File: config.mk
export PLATFORM = sky130hd
export DESIGN_NAME = dma_evt_gate
export DESIGN_NICKNAME = d
export VERILOG_FILES = /design/src/rtl/dma_evt_gate_pkg.sv /design/src/rtl/evg_enable.sv /design/src/rtl/evg_pend.sv /design/src/rtl/evg_arb.sv /design/src/rtl/dma_evt_gate.sv
export SDC_FILE = /design/constraint.sdc
export NUM_CORES = 1
export LEC_CHECK = 0
export ABC_CLOCK_PERIOD_IN_PS = 2400
export BUFFER_PORTS_ARGS = -buffer_cell sky130_fd_sc_hd__buf_2
export CORE_MARGIN = 2
export CORE_UTILIZATION = 52
export DETAILED_ROUTE_END_ITERATION = 7
export PLACE_DENSITY_LB_ADDON = 0.2
export SYNTH_ARGS = -nofsm -noshare
export SYNTH_HDL_FRONTEND = slang
export SYNTH_SLANG_ARGS = --single-unit
File: constraint.sdc
create_clock -name clk_i -period 2.4 [get_ports clk_i]
set_clock_uncertainty 0.15 [all_clocks]
set_input_delay 0.36 -clock clk_i [delete_from_list [all_inputs] [get_ports clk_i]]
set_output_delay 0.36 -clock clk_i [all_outputs]
set_load 0.02 [all_outputs]
File: src/rtl/dma_evt_gate_pkg.sv
package dma_evt_gate_pkg;
  typedef enum logic [2:0] {
    REG_EN       = 3'd0,
    REG_EN_SET   = 3'd1,
    REG_EN_CLR   = 3'd2,
    REG_PEND     = 3'd3,
    REG_PEND_CLR = 3'd4,
    REG_MAN_SET  = 3'd5
  } reg_addr_e;
endpackage

File: src/rtl/evg_enable.sv
module evg_enable #(
  parameter int N = 20
) (
  input  logic         clk_i,
  input  logic         rst_ni,
  input  logic [N-1:0] set_i,
  input  logic [N-1:0] clr_i,
  output logic [N-1:0] en_o
);
  always_ff @(posedge clk_i or negedge rst_ni)
    if (!rst_ni) en_o <= '0;
    else         en_o <= (en_o | set_i) & ~clr_i;  // clear wins

  assert_set_R3: assert property (@(posedge clk_i) disable iff (!rst_ni)
    (|set_i) |=> ((en_o & $past(set_i & ~clr_i)) == $past(set_i & ~clr_i)));
  assert_clr_R4: assert property (@(posedge clk_i) disable iff (!rst_ni)
    (|clr_i) |=> ((en_o & $past(clr_i)) == '0));
endmodule

File: src/rtl/evg_pend.sv
module evg_pend #(
  parameter int N = 20
) (
  input  logic         clk_i,
  input  logic         rst_ni,
  input  logic [N-1:0] evt_i,
  input  logic [N-1:0] sw_clr_i,
  input  logic [N-1:0] man_set_i,
  input  logic [N-1:0] chain_i,
  input  logic [N-1:0] issue_i,
  output logic [N-1:0] pend_o,
  output logic [N-1:0] byp_o
);
  logic [N-1:0] evt_q, rise;

  assign rise = evt_i & ~evt_q;

  always_ff @(posedge clk_i or negedge rst_ni)
    if (!rst_ni) begin
      evt_q  <= '0;
      pend_o <= '0;
      byp_o  <= '0;
    end else begin
      evt_q  <= evt_i;
      // a new edge survives a same-cycle clear or issue
      pend_o <= (pend_o & ~sw_clr_i & ~issue_i) | rise;
      byp_o  <= (byp_o & ~issue_i) | man_set_i | chain_i;
    end

  assert_rise_R5: assert property (@(posedge clk_i) disable iff (!rst_ni)
    (|rise) |=> ((pend_o & $past(rise)) == $past(rise)));
  assert_issue_clr_R11: assert property (@(posedge clk_i) disable iff (!rst_ni)
    (|issue_i) |=> ((pend_o & $past(issue_i & ~rise)) == '0));
  assert_byp_clr_R11: assert property (@(posedge clk_i) disable iff (!rst_ni)
    (|issue_i) |=> ((byp_o & $past(issue_i & ~man_set_i & ~chain_i)) == '0));
endmodule

File: src/rtl/evg_arb.sv
module evg_arb #(
  parameter int N   = 20,
  parameter int IDW = $clog2(N)
) (
  input  logic           clk_i,
  input  logic           rst_ni,
  input  logic [N-1:0]   req_i,
  output logic           valid_o,
  output logic [IDW-1:0] id_o
);
  always_comb begin
    id_o = '0;
    for (int i = N - 1; i >= 0; i--)
      if (req_i[i]) id_o = IDW'(i);
  end
  assign valid_o = |req_i;

  assert_pick_R10: assert property (@(posedge clk_i) disable iff (!rst_ni)
    valid_o |-> req_i[id_o]);
  assert_lowest_R10: assert property (@(posedge clk_i) disable iff (!rst_ni)
    valid_o |-> ((req_i & ((N'(1) << id_o) - N'(1))) == '0));
endmodule

File: src/rtl/dma_evt_gate.sv
module dma_evt_gate
  import dma_evt_gate_pkg::*;
#(
  parameter int N   = 20,
  parameter int DW  = 32,
  parameter int IDW = $clog2(N)
) (
  input  logic           clk_i,
  input  logic           rst_ni,
  input  logic           bus_we_i,
  input  logic [2:0]     bus_addr_i,
  input  logic [DW-1:0]  bus_wdata_i,
  output logic [DW-1:0]  bus_rdata_o,
  input  logic [N-1:0]   evt_i,
  input  logic [N-1:0]   chain_evt_i,
  output logic           trig_valid_o,
  output logic [IDW-1:0] trig_id_o,
  input  logic           trig_ready_i
);
  logic [N-1:0] wbits, en_set, en_clr, pend_clr, man_set;
  logic [N-1:0] en, pend, byp, req, issue;
  logic         fire;

  assign wbits    = bus_wdata_i[N-1:0];
  assign en_set   = (bus_we_i && bus_addr_i == REG_EN_SET)   ? wbits : '0;
  assign en_clr   = (bus_we_i && bus_addr_i == REG_EN_CLR)   ? wbits : '0;
  assign pend_clr = (bus_we_i && bus_addr_i == REG_PEND_CLR) ? wbits : '0;
  assign man_set  = (bus_we_i && bus_addr_i == REG_MAN_SET)  ? wbits : '0;

  always_comb begin
    case (bus_addr_i)
      REG_EN:   bus_rdata_o = DW'(en);
      REG_PEND: bus_rdata_o = DW'(pend);
      default:  bus_rdata_o = '0;
    endcase
  end

  evg_enable #(.N(N)) u_enable (
    .clk_i, .rst_ni, .set_i(en_set), .clr_i(en_clr), .en_o(en)
  );

  evg_pend #(.N(N)) u_pend (
    .clk_i, .rst_ni, .evt_i, .sw_clr_i(pend_clr), .man_set_i(man_set),
    .chain_i(chain_evt_i), .issue_i(issue), .pend_o(pend), .byp_o(byp)
  );

  assign req = (pend & en) | byp;  // bypass sources ignore the enable

  evg_arb #(.N(N), .IDW(IDW)) u_arb (
    .clk_i, .rst_ni, .req_i(req), .valid_o(trig_valid_o), .id_o(trig_id_o)
  );

  assign fire = trig_valid_o & trig_ready_i;
  always_comb begin
    issue = '0;
    if (fire) issue[trig_id_o] = 1'b1;
  end

  assert_en_ro_R2: assert property (@(posedge clk_i) disable iff (!rst_ni)
    (bus_we_i && bus_addr_i == REG_EN) |=> $stable(en));
  assert_gate_R6: assert property (@(posedge clk_i) disable iff (!rst_ni)
    (trig_valid_o && !byp[trig_id_o]) |-> en[trig_id_o]);
endmodule

==> flow_summary_export.csv <==
group,metric,value,unit
pwr,leakagePower,2.25,nW
routing,wl_per_cell,18.8,um
synthesis,synth_common_cells,"dfrtp_1 (80), a21oi_1 (58), nand2_1 (40)",
sta,max_freq,0.411,GHz
placed_design,gp_congestion,0.934,
finish,layout.nets,596,
sta,finalCritPeriodShare,1.01,
worst_setup_path,cp-end-kind,"primary output",
clock_tree,ctsLongestPathBuffers,2,
pwr,p_comb_frac,0.152,
synthesis,async_flop_share,1.00,
pwr,p_int,2.15,mW
routing,ant_nets,0,
finish,diodes,0,
synthesis,synth-edff-count,0,
routing,viasPerCell,6.06,
worst_setup_path,required,1.89,ns
clock_tree,clock-sinks,80,
sta,slew_violations,0,
global_route,grt_overflow,0,
worst_setup_path,rr_worst_depth,8,
die,core,7290,um2
global_route,grt_pass1_vias,3535,
placed_design,dp_cells,576,
clock_tree,worstSkewPairLatency,0.36,ns
pwr,swShare,0.283,
routing,dr.first_iter.drc_count,361,
die,die_h,90.8,um
synthesis,yosys-top-cells-area,"dfrtp_1 (51%), a21oi_1 (7.4%), a22o_1 (4.5%)",
synthesis,synth_area,3920,um2
placed_design,port_buffers,92,
finish,final_area,5160,um2
synthesis,yosysWarnings,0,
synthesis,post-synth-top-count-cell,"dfrtp_1",
finish,syn2layout_area_growth,31.6,%
clock_tree,tritoncts,"yes",
die,dieWidth,90.8,um
sta,rsz0062_at_grt,"yes",
routing,drt-pass1-iter-count,7,
pwr,switchingPower,0.851,mW
global_route,grt_first_pass_wirelength,18100,um
routing,wl,11700,um
clock_tree,cts_root_buffer,"clkbuf_8",
routing,vias,3755,
run_status,status,"finished with violations",
synthesis,syn_avg_cell_area,10.2,um2
routing,drc,0,
global_route,grt_max_degree,46,
synthesis,synth-main-ff-cell,"dfrtp_1",
global_route,antenna_found_initial,0,
die,die_area,8250,um2
clock_tree,h-tree-depth,3,
die,row_count,31,
pwr,irDropWorstVdd,0.338,mV
pwr,clkPwrFrac,0.323,
job,max_cap_violations,0,
worst_hold_path,min_path_cells,2,
run_status,violations,"setup timing",
die,io_pins,117,
worst_setup_path,path_class,"reg -> out",
global_route,grt_use_total,0.279,
sta,hold_violations,0,
synthesis,synth_seq_cells,80,
pwr,sequentialPowerShare,0.526,
finish,instances_no_fill,620,
worst_setup_path,start_kind,"flip-flop",
placed_design,dpl_cell_area,4570,um2
synthesis,netlist-cell-type-count,48,
clock_tree,clk_transition_reported_paths,0.08,ns
synthesis,synth_top_area_frac,0.511,
sta,slew_headroom,0.395,
synthesis,seq_area_frac_synth,0.511,
sta,finalSetupViolCount,2,
placed_design,dp_hpwl,7880,um
worst_setup_path,crit_arrival,1.92,ns
sta,whs,0.0543,ns
worst_setup_path,cp_max_fo,5,
sta,tightest_slew,0.907,ns
sta,tns,-0.0416,ns
clock_tree,cts_buffers,9,
sta,period_needed,2.43,ns
worst_hold_path,hold_class,"in -> reg",
synthesis,syn_inst,384,
synthesis,synth_largest_area_cell,"dfrtp_1",
die,start_util,0.538,
sta,setup_ws,-0.0341,ns
pwr,powerDensity,583,nW/um2
finish,drive_gt1_frac,0.332,
-- flip-flops by register name, indices dropped and copies added, names as in the netlist --
name,flops
u_enable.en_o,20
u_pend.byp_o,20
u_pend.pend_o,20
u_pend.evt_q,20
-- stage by stage --
step                      power, mW   util  setup WS [ns]
after floorplan                1.81      -          0.308
after global placement         1.99  0.627         0.0828
after detailed placement       2.01  0.627        -0.0306
after CTS                      2.99  0.691        0.00677
after global routing           3.13  0.707        -0.0915
final                          3.00  0.707        -0.0341
-- repair_timing --
item,4_1_cts,5_1_grt
gates resized for setup,10,24
hold buffers,21,0
endpoints found under the hold margin,55,0
pin swaps,4,8
setup buffers,4,4
endpoints found under the setup margin,9,15
-- worst paths after layout --
kind / startpoint / to / slack [ns]
setup / recovery: u_pend.pend_o[11] / trig_id_o[4] / -0.03
hold / removal: bus_wdata_i[11] / u_enable.en_o[11] / 0.05
setup reg to reg: u_pend.pend_o[9] / u_pend.byp_o[10] / 0.01
hold reg to reg: u_pend.evt_q[5] / u_pend.pend_o[5] / 0.28
max in group asynchronous: rst_ni / u_pend.pend_o[9] / 1.11
min in group asynchronous: rst_ni / u_pend.evt_q[7] / 0.35
-- critical path, cell delays in order (launching register included) --
cell	delay, ns
dfrtp_1	0.45
a21oi_2	0.22
nand4_1	0.22
nor3_4	0.26
buf_6	0.13
nand2_2	0.04
nor2_2	0.12
buf_6	0.12
-- per-layer routing --
metal  wire length, um  vias up  global-route usage
met4               227        0              0.0960
li1                  -     1700                   -
met1              5040     1847               0.394
met5                 0        -                   0
met3               859       21              0.0451
met2              5560      187               0.440
-- cells in the final DEF (no fill, tap or decap), drive strengths merged, types with 12 or more instances in the layout --
cell / instances
a21oi: 64
a221o: 14
a22o: 21
buf: 116
conb: 12
dfrtp: 80
dlygate4sd3: 21
inv: 24
nand2: 40
nand3: 19
o21ai: 20
-- power groups by stage --
stage / combinational (mW) / sequential (mW) / clock [mW]
floorplan: 0.247 / 1.56 / 0
detailed placement: 0.420 / 1.59 / 0
finish: 0.455 / 1.58 / 0.970
CTS: 0.450 / 1.57 / 0.975
global placement: 0.408 / 1.58 / 0
global route: 0.495 / 1.59 / 1.04
-- cell families (layout without fill, tap and decap cells) --
group,after synthesis,after routing,synth area share
compound gates,163,163,0.298
simple gates,90,90,0.129
flops,80,80,0.511
buf+inv,50,176,0.0613
other cells,1,12,0.000957
-- layout make-up --
| cell class | instances | area, um2 |
|---|---|---|
| multi-input combinational | 265 | 1860 |
| clock buffer | 11 | 141 |
| clock inverter | 4 | 45.0 |
| inverter | 24 | 90.1 |
| timing repair buffer | 137 | 890 |
| fill | 581 | 2130 |
| sequential | 80 | 2010 |
| tap | 99 | 124 |
Note: power is estimated with default switching activity, not from simulation.
